===== src/rtl/swd_bringup.sv =====
module swd_bringup #(
  parameter int RAW_W    = 64,
  parameter int RST_LEN  = 56,
  parameter int IDLE_CYC = 2,
  parameter logic [31:0] EXP_ID  = 32'h1BA01477,
  parameter logic [31:0] SEL_VAL = 32'h000000F0,
  parameter int MAX_WAIT = 4,
  localparam int LW = $clog2(RAW_W + 1),
  localparam int WW = $clog2(MAX_WAIT + 1)
) (
  input  logic             clk,
  input  logic             rst_n,
  input  logic             start,
  output logic             raw_go,
  output logic [LW-1:0]    raw_len,
  output logic [RAW_W-1:0] raw_data,
  input  logic             raw_done,
  output logic             xfer_go,
  output logic             xfer_ap,
  output logic             xfer_rnw,
  output logic [1:0]       xfer_addr,
  output logic [31:0]      xfer_wdata,
  input  logic             xfer_done,
  input  logic [2:0]       xfer_ack,
  input  logic [31:0]      xfer_rdata,
  input  logic             xfer_perr,
  output logic             busy,
  output logic             done,
  output logic             pass,
  output logic [3:0]       err_step,
  output logic [2:0]       err_kind,
  output logic [31:0]      idcode,
  output logic [31:0]      apid
);
  typedef enum logic [3:0] {
    S_IDLE = 4'd0, S_RST1 = 4'd1, S_SWITCH = 4'd2, S_RST2 = 4'd3, S_GAP = 4'd4,
    S_RDID = 4'd5, S_WRSEL = 4'd6, S_RDAP = 4'd7, S_RDBUF = 4'd8
  } state_t;

  localparam logic [RAW_W-1:0] ONES = {RAW_W{1'b1}} >> (RAW_W - RST_LEN);
  localparam logic [RAW_W-1:0] SWPAT = {{(RAW_W-16){1'b0}}, 16'hE79E};
  localparam logic [2:0] ACK_OK = 3'b001, ACK_WAIT = 3'b010;

  state_t         st;
  logic           issued;
  logic [WW-1:0]  wait_cnt;
  logic           is_raw, is_xfer;

  assign busy       = st != S_IDLE;
  assign is_raw     = st inside {S_RST1, S_SWITCH, S_RST2, S_GAP};
  assign is_xfer    = st inside {S_RDID, S_WRSEL, S_RDAP, S_RDBUF};
  assign raw_go     = is_raw && !issued;
  assign xfer_go    = is_xfer && !issued;
  assign xfer_ap    = st == S_RDAP;
  assign xfer_rnw   = st != S_WRSEL;
  assign xfer_wdata = SEL_VAL;

  always_comb begin
    raw_len   = '0;
    raw_data  = '0;
    xfer_addr = 2'd0;
    case (st)
      S_RST1, S_RST2: begin raw_len = LW'(RST_LEN); raw_data = ONES; end
      S_SWITCH:       begin raw_len = LW'(16);      raw_data = SWPAT; end
      S_GAP:          raw_len = LW'(IDLE_CYC);
      S_WRSEL:        xfer_addr = 2'd2;
      S_RDAP, S_RDBUF: xfer_addr = 2'd3;
      default: ;
    endcase
  end

  always_ff @(posedge clk) begin
    if (!rst_n) begin
      st <= S_IDLE; issued <= 1'b0; wait_cnt <= '0;
      done <= 1'b0; pass <= 1'b0; err_step <= '0; err_kind <= '0;
      idcode <= '0; apid <= '0;
    end else if (!busy) begin
      if (start) begin
        st <= S_RST1; issued <= 1'b0; wait_cnt <= '0;
        done <= 1'b0; pass <= 1'b0; err_step <= '0; err_kind <= '0;
        idcode <= '0; apid <= '0;
      end
    end else if (!issued) begin
      issued <= 1'b1;
    end else if (is_raw && raw_done) begin
      st <= state_t'(st + 4'd1);
      issued <= 1'b0;
    end else if (is_xfer && xfer_done) begin
      issued <= 1'b0;
      if (xfer_ack == ACK_WAIT && wait_cnt < WW'(MAX_WAIT)) begin
        wait_cnt <= wait_cnt + 1'b1;
      end else if (xfer_ack != ACK_OK) begin
        st <= S_IDLE; done <= 1'b1; err_step <= st;
        err_kind <= (xfer_ack == ACK_WAIT) ? 3'd2 : 3'd1;
      end else if (xfer_perr && (st == S_RDID || st == S_RDBUF)) begin
        st <= S_IDLE; done <= 1'b1; err_step <= st; err_kind <= 3'd3;
      end else begin
        wait_cnt <= '0;
        if (st == S_RDID) begin
          idcode <= xfer_rdata;
          if (xfer_rdata != EXP_ID) begin
            st <= S_IDLE; done <= 1'b1; err_step <= st; err_kind <= 3'd4;
          end else st <= S_WRSEL;
        end else if (st == S_RDBUF) begin
          apid <= xfer_rdata;
          st <= S_IDLE; done <= 1'b1; pass <= 1'b1;
        end else begin
          st <= state_t'(st + 4'd1);
        end
      end
    end
  end
endmodule


===== config.mk =====
export PLATFORM = sky130hd
export DESIGN_NAME = swd_bringup
export DESIGN_NICKNAME = d
export VERILOG_FILES = /design/src/rtl/swd_bringup.sv
export SDC_FILE = /design/constraint.sdc
export NUM_CORES = 1
export LEC_CHECK = 0
export BUFFER_PORTS_ARGS = -buffer_cell sky130_fd_sc_hd__buf_4
export CAP_MARGIN = 0
export CORE_MARGIN = 5
export CORE_UTILIZATION = 35
export DETAILED_ROUTE_END_ITERATION = 8
export PLACE_DENSITY = 0.66
export SYNTH_ARGS = -nofsm -noshare
export SYNTH_HDL_FRONTEND = slang
export SYNTH_SLANG_ARGS = --single-unit

===== constraint.sdc =====
create_clock -name clk -period 3.65 [get_ports clk]
set_input_delay 0.1825 -clock clk [delete_from_list [all_inputs] [get_ports clk]]
set_output_delay 0.1825 -clock clk [all_outputs]
set_load 0.02 [all_outputs]

==> out/summary.txt, run 1 <==
Status -> completed
Clk pin slew, worst setup/hold paths -> 0.06 ns
Crit-path cells -> inv_1 -> ha_1 -> nor3b_2 -> inv_1 -> buf_4 -> o31ai_1 -> nand2_4 -> mux2i_1 -> nor2_1
Slowest CP cell -> nand2_4
Seq/Total Area, Yosys -> 0.348
Final Cycle Share -> 0.777
Tmin final -> 2.84 ns
Iteration-0 DRC Markers -> 218
R2R Path End -> idcode[19]$_SDFFE_PN0P_
Hold wc startpoint -> start
Post-synthesis cell type count -> 59
Reg2reg path depth -> 9
Fin. max-slew vios -> 0
Input/output buffers -> 180
Syn-to-layout area delta -> 24.1%
WHS Path Cells -> 3
FF+latch count, synth -> 81
Top delay family on crit path -> simple AND/OR/NAND/NOR gates
Global route overflow -> 0
GP Congestion -> 0.846
Fin Clk Skew -> 0.0114 ns
Leakage -> 2.78 nW
CTS sink cnt -> 81
Async SR Flop Fraction -> 0
Detailed-placement wirelength estimate -> 9190 um
H-tree depth -> 3
All-Layer GR Usage -> 0.149
Mapped Area -> 0.00466 mm2
Crit path max fanout -> 41
Post-Route WL -> 12,300 um
Top post-synthesis cells by area -> dfxtp_1, buf_4, mux2i_1, nand3_1, and2_1
Gate Count Post-Synth -> 548
Max Root-Sink Buffers -> 2
Max stage delay on crit path -> 0.49 ns
Antenna cells -> 0
Worst vdd ir -> 0.347 mV
DR WL/cell -> 14.8 um
Max_cap viols -> 0
Slew headroom -> 0.305
# hold bufs at CTS -> 0
Die area -> 0.0157 mm2
Remaining antenna violation count after routing -> 0
Data arrival time of the critical path -> 3.04 ns
Area share of the largest cell type after synthesis -> 0.348
Setup Buffers After CTS -> 0
HP Class -> input pin to flop
CP Data Required Time -> 3.85 ns
Reg2Reg Setup Slack -> 0.81 ns
Number of global-route vias before repair -> 3,782
Final setup TNS -> 0 ns
RSZ-0062 raised after global routing -> no
NumNets Final -> 700
Top-count cell post-synth -> buf_4
TritonRoute pass-1 iters -> 4
Initial antenna violation count -> 0
Post-CTS sizing -> 0
Hold Fails Final Rpt -> 0
Crit Reg-Reg Startpoint -> st[0]$_SDFFE_PN0P_
Synthesis warning total -> 0
Commonest cells post-synth -> buf_4, dfxtp_1, nand2_1, nand3_1
First-pass GRT wire length -> 19,300 um
Die Y -> 125 um
Post-synth EDFFs -> 0
Pwr dens -> 892 mW/mm2
Share of cells above drive strength 1 -> 0.335
Initial Utilization -> 0.355
Placed Instances -> 819
CTS tree -> done
Actual slew at the worst max-slew pin -> 1.03 ns
Final setup fails -> 0
Chip Width -> 125 um
# IOs -> 224
Most common cell type on the critical path -> inv_1
CORE AREA -> 0.0131 mm2
Largest net degree at the start of global routing -> 84
Startpoint types -> flop
WHS Endpoint -> issued$_SDFFE_PN0P_
Clk Latency, worst-skew pair -> 0.34 ns
CTS buffer count -> 9
Crit. End Element -> flop
Via count -> 3,957
WS Path Type -> flop to flop
# rows -> 42
Ys flop type -> dfxtp_1
Count of non-filler cells in the finished layout -> 835
Syn_area_per_cell -> 8.50 um2
Fmax -> 352 MHz
Area leader, netlist -> dfxtp_1
Buf/Inv on CP -> 3
DRC errors left -> 0
Drt via density -> 4.74
Root Driver -> clkbuf_16
-- where the power goes --
group | total, mW | leakage [nW] | switching (mW) | internal [mW]
combinational | 3.09 | 1.98 | 1.89 | 1.20
sequential | 1.14 | 0.656 | 0.105 | 1.03
clock | 0.932 | 0.145 | 0.390 | 0.542
total | 5.16 | 2.78 | 2.38 | 2.78
-- area by class of cell --
cell class                 instances  area (um2)
fill                            1286        7350
clock buffer                       9         225
multi-input combinational        371        2220
inverter                           9        33.8
clock inverter                     7        82.6
timing repair buffer             182        1380
sequential                        81        1620
tap                              176         220
-- routing by layer --
| metal | global-route usage | share of wire | vias up |
|---|---|---|---|
| met5 | 0 | 0 | - |
| met4 | 0.0548 | 0.016 | 0 |
| met3 | 0.0674 | 0.12 | 15 |
| met2 | 0.239 | 0.46 | 188 |
| met1 | 0.176 | 0.41 | 1834 |
| li1 | - | - | 1920 |
-- how the worst max path moves through the flow --
stage | to | slack (ns) | from | cells after the start
CTS | idcode[26]$_SDFFE_PN0P_ | 0.83 | st[0]$_SDFFE_PN0P_ | 9
global placement | idcode[29]$_SDFFE_PN0P_ | 1.0 | st[0]$_SDFFE_PN0P_ | 8
floorplan | raw_data[11] | 0.40 | st[2]$_SDFFE_PN0P_ | 5
global route | idcode[1]$_SDFFE_PN0P_ | 0.53 | st[1]$_SDFFE_PN0P_ | 9
detailed placement | idcode[19]$_SDFFE_PN0P_ | 0.82 | st[0]$_SDFFE_PN0P_ | 9
finish | idcode[19]$_SDFFE_PN0P_ | 0.81 | st[0]$_SDFFE_PN0P_ | 9
-- metrics by stage --
stage / area (um2) / worst slack (ns) / total power [mW] / hold WS (ns) / util
floorplan: 4810 / 0.398 / 3.78 / 0.369 / -
global placement: 5480 / 0.998 / 4.22 / 0.442 / 0.417
detailed placement: 5480 / 0.821 / 4.27 / 0.451 / 0.417
CTS: 5780 / 0.831 / 5.21 / 0.126 / 0.440
global route: 5780 / 0.534 / 5.48 / 0.138 / 0.440
finish: 5780 / 0.812 / 5.16 / 0.151 / 0.440
-- logic make-up (layout without fill, tap and decap cells) --
family / count (synthesis) / in the layout / synth area share
other: 2 / 43 / 0.00161
muxes: 39 / 39 / 0.0838
and+or+nand+nor: 215 / 215 / 0.242
buffers and inverters: 137 / 207 / 0.211
AOI/OAI and AO/OA: 69 / 69 / 0.0999
adders and majority gates: 5 / 5 / 0.0134
DFF: 81 / 81 / 0.348
-- tightest hold or removal path: stages --
cell and delay [ns]:
buf_4 0.09, nand3b_1 0.10, a21oi_1 0.06
-- layout by cell type, fill, tap and decap left out, types with 4 or more instances in the layout --
cell type	instances
o21ai_2	7
conb_1	43
nor4_1	5
nand3_1	44
clkbuf_16	9
mux2i_1	39
nand2_1	54
o21ai_0	11
a21oi_1	8
buf_4	181
ha_1	5
and2_1	34
inv_1	8
o21ai_1	20
nor3_1	4
nor2_1	39
dfxtp_1	81
-- state kept, by name, indices dropped and copies added, names as in the netlist --
signal / count
apid: 32
done: 1
err_kind: 3
err_step: 4
idcode: 32
issued: 1
pass: 1
st: 4
wait_cnt: 3
Note: power is estimated with default switching activity, not from simulation.
==> run 2: changes to the inputs <==
Settings changed: PLACE_DENSITY 0.66 to not set.
Clock period 3.65 ns to 2.8 ns, I/O delays scaled along.
==> run 2 against run 1 <==
  * Core utilization up 0.87 points
  * Non-clock buffer count is 13 higher
  * Combinational power is 34% higher
  * Global-route usage up 0.29 points
  * Count of clock-buffer cells in the layout is 3 higher
  * Die area did not move
  * Via count fell by 1.0%
  * Power increased by 32%
  * First-iteration DRC count decreased by 15%
  * Sequential cell count is the same
==> out/summary.txt, run 2 (synthesis gave the netlist of run 1 again) <==
Status -> completed
Slowest CP cell -> dfxtp_1
Pwr dens -> 1150 mW/mm2 (+29%)
# rows -> 42 (unchanged)
Final setup TNS -> 0 ns (unchanged)
Initial Utilization -> 0.355 (unchanged)
Final setup fails -> 0 (unchanged)
Tmin final -> 2.60 ns (-0.238 ns)
Setup Buffers After CTS -> 0 (unchanged)
Crit. Startpoint -> st[0]$_SDFFE_PN0P_
Number of global-route vias before repair -> 3,826 (+1.2%)
Actual slew at the worst max-slew pin -> 0.947 ns (-0.0881 ns)
Max Root-Sink Buffers -> 2 (unchanged)
Most frequent cells in the layout -> buf_4, dfxtp_1, nand2_1, nand3_1, conb_1
Clk Latency, worst-skew pair -> 0.33 ns (about the same)
Top delay family on crit path -> simple AND/OR/NAND/NOR gates
Reg2Reg Setup Slack -> 0.20 ns (-0.61 ns)
Fin. max-slew vios -> 0 (unchanged)
Drt via density -> 4.62 (-2.6%)
Detailed-placement wirelength estimate -> 9640 um (+4.9%)
CP Data Required Time -> 2.99 ns (-0.86 ns)
Fin Clk Skew -> 0.00511 ns (-0.00631 ns)
Clk pin slew, worst setup/hold paths -> 0.06 ns (about the same)
Die Y -> 125 um (unchanged)
Crit path max fanout -> 9 (-78%)
HP Class -> input pin to flop
Root Driver -> clkbuf_16
CTS tree -> done
Buf/Inv on CP -> 2 (-1)
Via count -> 3,916 (-1.0%)
Share of cells above drive strength 1 -> 0.345 (+0.00988)
Worst vdd ir -> 0.398 mV (+15%)
Data arrival time of the critical path -> 2.79 ns (-0.25 ns)
Die area -> 0.0157 mm2 (unchanged)
CTS buffer count -> 9 (unchanged)
Remaining antenna violation count after routing -> 0 (unchanged)
Worst setup path endpoint -> idcode[4]$_SDFFE_PN0P_
GP Congestion -> 0.871 (+3.0%)
Crit-path cells -> inv_1 -> ha_1 -> or3_4 -> a32o_1 -> a41o_4 -> nand2_4 -> buf_4 -> mux2i_1 -> nor2_1
Chip Width -> 125 um (unchanged)
Reg2reg path depth -> 9 (unchanged)
CP Depth -> 9 (unchanged)
DR WL/cell -> 14.6 um (-1.0%)
Fmax -> 385 MHz (+9.1%)
RSZ-0062 raised after global routing -> no
Final Util -> 0.449 (+0.00867)
TritonRoute pass-1 iters -> 4 (unchanged)
Leakage -> 2.86 nW (+2.8%)
H-tree depth -> 3 (unchanged)
WS Path Type -> flop to flop
Input/output buffers -> 180 (unchanged)
Largest net degree at the start of global routing -> 62 (-26%)
Antenna cells -> 0 (unchanged)
Hold Fails Final Rpt -> 0 (unchanged)
First-pass GRT wire length -> 19,600 um (+1.3%)
Slew headroom -> 0.364 (+0.0592)
NumNets Final -> 713 (+1.9%)
Max stage delay on crit path -> 0.44 ns (-0.05 ns)
All-Layer GR Usage -> 0.152 (+0.00287)
CTS sink cnt -> 81 (unchanged)
CORE AREA -> 0.0131 mm2 (unchanged)
Biggest regs -> apid x32, idcode x32
Syn-to-layout area delta -> 26.6%
DRC errors left -> 0 (unchanged)
# hold bufs at CTS -> 0 (unchanged)
Max_cap viols -> 0 (unchanged)
# IOs -> 224 (unchanged)
Crit. End Element -> flop
Startpoint types -> flop
Commonest non-fill, non-tap cell in the layout -> buf_4
Iteration-0 DRC Markers -> 185 (-15%)
Post-CTS sizing -> 0 (unchanged)
Initial antenna violation count -> 0 (unchanged)
Global route overflow -> 0 (unchanged)
Post-Route WL -> 12,400 um (+0.52%)
Crit Reg-Reg Startpoint -> st[0]$_SDFFE_PN0P_
R2R Path End -> idcode[4]$_SDFFE_PN0P_
Final Cycle Share -> 0.929 (+0.151)
## run 2: changes by cell type in the layout (fill, tap and decap cells not counted), moves of 2 or more
cell / before / now
clkinvlp_4: 2 / 0
buf_4: 181 / 192
clkbuf_1: 0 / 2
clkinv_4: 0 / 2
inv_6: 3 / 0
buf_12: 1 / 3
## run 2: stage by stage
| step | cell area, um2 | setup slack, ns | hold WS [ns] | std cells | total power [mW] |
|---|---|---|---|---|---|
| finish | 5900 | 0.200 | 0.125 | 848 | 6.80 |
| global route | 5900 | 0.0230 | 0.138 | 848 | 7.25 |
| CTS | 5900 | 0.191 | 0.114 | 848 | 6.90 |
| detailed placement | 5600 | 0.208 | 0.446 | 832 | 5.70 |
| global placement | 5600 | 0.303 | 0.443 | 832 | 5.67 |
| floorplan | 4820 | 0.434 | 0.326 | 589 | 4.91 |
## run 2: worst min path at each step
stage,startpoint,to,depth (start not counted)
after global routing,start,issued$_SDFFE_PN0P_,3
after floorplan,start,issued$_SDFFE_PN0P_,2
final,start,issued$_SDFFE_PN0P_,3
after detailed placement,wait_cnt[2]$_SDFFE_PN0P_,wait_cnt[2]$_SDFFE_PN0P_,2
after global placement,start,issued$_SDFFE_PN0P_,3
after CTS,start,issued$_SDFFE_PN0P_,3
## run 2: power by group
part,internal [mW],switching (mW),total [mW]
Combinational,1.67,2.48,4.15
Sequential,1.35,0.139,1.49
Clock,0.717,0.450,1.17
## run 2: cell type report
| type | instances | area, um2 |
|---|---|---|
| clock buffer | 12 | 246 |
| clock inverter | 4 | 52.6 |
| fill | 1317 | 7240 |
| inverter | 9 | 33.8 |
| multi-input combinational | 371 | 2220 |
| sequential | 81 | 1620 |
| tap | 176 | 220 |
| timing repair buffer | 195 | 1500 |
## run 2: metal layers
metal	up-vias	GRT usage	part of all wire
li1	1949	-	-
met1	1783	0.168	0.39
met2	171	0.257	0.47
met3	13	0.0716	0.12
met4	0	0.0523	0.015
met5	-	0	0
## run 2: tightest hold or removal path, stage by stage
cell,delay (ns)
buf_4,0.09
nand3b_1,0.10
a21oi_1,0.07
==> run 3: changes to the inputs <==
Settings changed: PLACE_DENSITY set to 0.73, REMOVE_ABC_BUFFERS set to 1, SKIP_CTS_REPAIR_TIMING set to 1.
==> run 3 against run 2 <==
  * Worst setup slack improved by 0.084 ns
  * Die area is the same
  * Non-clock buffer count is 1 lower
  * Combinational power shrank 1%
  * Worst hold slack worse by 0.028 ns
  * Critical path depth is the same
  * Power down 0.74%
  * Global-route usage decreased by 0.98 points
  * Clock skew up 0.0063 ns
  * Sequential power about the same
  * Cell count fell by 0.12%
  * Largest cell class unchanged
  * Largest power group unchanged
==> out/summary.txt, run 3 (synthesis gave the netlist of run 1 again) <==
Leakage -> 2.84 nW (-0.69%)
Drt via density -> 4.45 (-3.7%)
# rows -> 42 (unchanged)
Initial Utilization -> 0.355 (unchanged)
TritonRoute pass-1 iters -> 4 (unchanged)
Die Y -> 125 um (unchanged)
HP Class -> input pin to flop
Fillers -> 1,342 (+1.9%)
Post-Route WL -> 11,800 um (-5.1%)
Detailed-placement wirelength estimate -> 9020 um (-6.3%)
CTS sink cnt -> 81 (unchanged)
DR WL/cell -> 13.9 um (-5.0%)
Remaining antenna violation count after routing -> 0 (unchanged)
Tot Pwr -> 6.75 mW (-0.74%)
Count of non-filler cells in the finished layout -> 847 (-0.12%)
Seq pwr share -> 0.218 (about the same)
Commonest non-fill, non-tap cell in the layout -> buf_4
CORE AREA -> 0.0131 mm2 (unchanged)
RSZ-0062 raised after global routing -> no
Via count -> 3,765 (-3.9%)
Iteration-0 DRC Markers -> 181 (-2.2%)
Global route overflow -> 0 (unchanged)
CTS tree -> done
Sw Share -> 0.456 (+0.00504)
DRC errors left -> 0 (unchanged)
Comb power frac -> 0.606 (-0.004)
Clock power share -> 0.176 (+0.004)
Number of global-route vias before repair -> 3,496 (-8.6%)
Fin Hold WS -> 0.0976 ns (-0.0277 ns)
Initial antenna violation count -> 0 (unchanged)
Die area -> 0.0157 mm2 (unchanged)
CP Data Required Time -> 2.98 ns (about the same)
Reg2Reg Setup Slack -> 0.28 ns (+0.08 ns)
Input/output buffers -> 180 (unchanged)
Status -> completed
Max Root-Sink Buffers -> 2 (unchanged)
# IOs -> 224 (unchanged)
Fin Clk Skew -> 0.0115 ns (+0.00635 ns)
First-pass GRT wire length -> 18,600 um (-5.0%)
Worst vdd ir -> 0.617 mV (+55%)
Max_cap viols -> 0 (unchanged)
WS Path Type -> flop to flop
Final Cycle Share -> 0.899 (-0.0298)
All-Layer GR Usage -> 0.142 (-0.00984)
H-tree depth -> 3 (unchanged)
Chip Width -> 125 um (unchanged)
P_sw -> 3.08 mW (+0.37%)
Tmin final -> 2.52 ns (-0.0835 ns)
Clk Latency, worst-skew pair -> 0.33 ns (about the same)
Power Internal -> 3.67 mW (-1.6%)
GP Congestion -> 0.933 (+7.1%)
CTS buffer count -> 9 (unchanged)
Root Driver -> clkbuf_16
Pwr dens -> 1150 mW/mm2 (-0.34%)
Startpoint types -> flop
Slew headroom -> 0.333 (-0.0310)
Data arrival time of the critical path -> 2.70 ns (-0.09 ns)
Antenna cells -> 0 (unchanged)
Syn-to-layout area delta -> 26.0%
Final setup fails -> 0 (unchanged)
Clk pin slew, worst setup/hold paths -> 0.06 ns (about the same)
Fin. max-slew vios -> 0 (unchanged)
Largest net degree at the start of global routing -> 47 (-24%)
Most frequent cells in the layout -> buf_4, dfxtp_1, nand2_1, nand3_1, conb_1
Hold Fails Final Rpt -> 0 (unchanged)
NumNets Final -> 712 (-0.14%)
WHS Path Cells -> 3 (unchanged)
Actual slew at the worst max-slew pin -> 0.993 ns (+0.0461 ns)
Biggest regs -> apid x32, idcode x32
Share of cells above drive strength 1 -> 0.347 (+0.00200)
Crit. End Element -> flop
Placed Instances -> 831 (-0.12%)
Fmax -> 397 MHz (+3.3%)
Reg2reg path depth -> 9 (unchanged)
Crit path max fanout -> 25 (+16)
==> run 3: changes by cell type in the layout (fill, tap and decap cells not counted), sizes merged <==
| cell | before | now |
|---|---|---|
| buf | 195 | 194 |
| clkbuf | 12 | 9 |
| clkinvlp | 0 | 1 |
| inv | 9 | 11 |
==> run 3: per-layer routing <==
layer,GRT usage,part of all wire,vias to the layer above
met4,0.0357,0.0068,0
li1,-,-,1950
met2,0.247,0.50,99
met5,0,0,-
met3,0.0299,0.054,6
met1,0.179,0.44,1710
==> run 3: critical path, stage by stage (launching register included) <==
cell and delay, ns:
dfxtp_1 0.43, inv_1 0.09, ha_1 0.25, or3_4 0.43, a32o_1 0.28, a41o_4 0.30
nand2_4 0.08, buf_12 0.21, mux2i_1 0.21, nor2_1 0.06
==> run 3: per-stage QoR <==
step / setup slack (ns) / setup TNS (ns) / utilization / instance area (um2)
6_report: 0.283 / 0 / 0.447 / 5870
3_3_place_gp: 0.370 / 0 / 0.424 / 5570
4_1_cts: 0.277 / 0 / 0.447 / 5870
5_1_grt: 0.138 / 0 / 0.447 / 5870
2_1_floorplan: -17.07 / -802.57 / - / 3860
3_5_place_dp: 0.294 / 0 / 0.424 / 5570
==> run 3: path summary, 6_finish.rpt <==
kind                                          from                 endpoint
worst max-delay path            st[0]$_SDFFE_PN0P_  idcode[18]$_SDFFE_PN0P_
worst min register to register   pass$_SDFFE_PN0P_        pass$_SDFFE_PN0P_
worst max register to register  st[0]$_SDFFE_PN0P_  idcode[18]$_SDFFE_PN0P_
worst min-delay path                         start      issued$_SDFFE_PN0P_
==> run 3: layout make-up <==
type                            instances  area [um2]  area share
Clock inverter                          7        77.6      0.0132
Inverter                                9        33.8     0.00575
Clock buffer                            9         225      0.0383
Timing Repair Buffer                  194        1480       0.252
Sequential cell                        81        1620       0.276
Multi-Input combinational cell        371        2210       0.377
Tap cell                              176         220      0.0375
==> run 3: power by group through the flow <==
| stage | registers (mW) | clock network (mW) | logic, mW |
|---|---|---|---|
| detailed placement | 1.50 | 0 | 4.14 |
| global placement | 1.49 | 0 | 4.12 |
| global route | 1.50 | 1.27 | 4.40 |
| CTS | 1.47 | 1.22 | 4.14 |
| floorplan | 1.68 | 0 | 1.53 |
| finish | 1.47 | 1.19 | 4.09 |
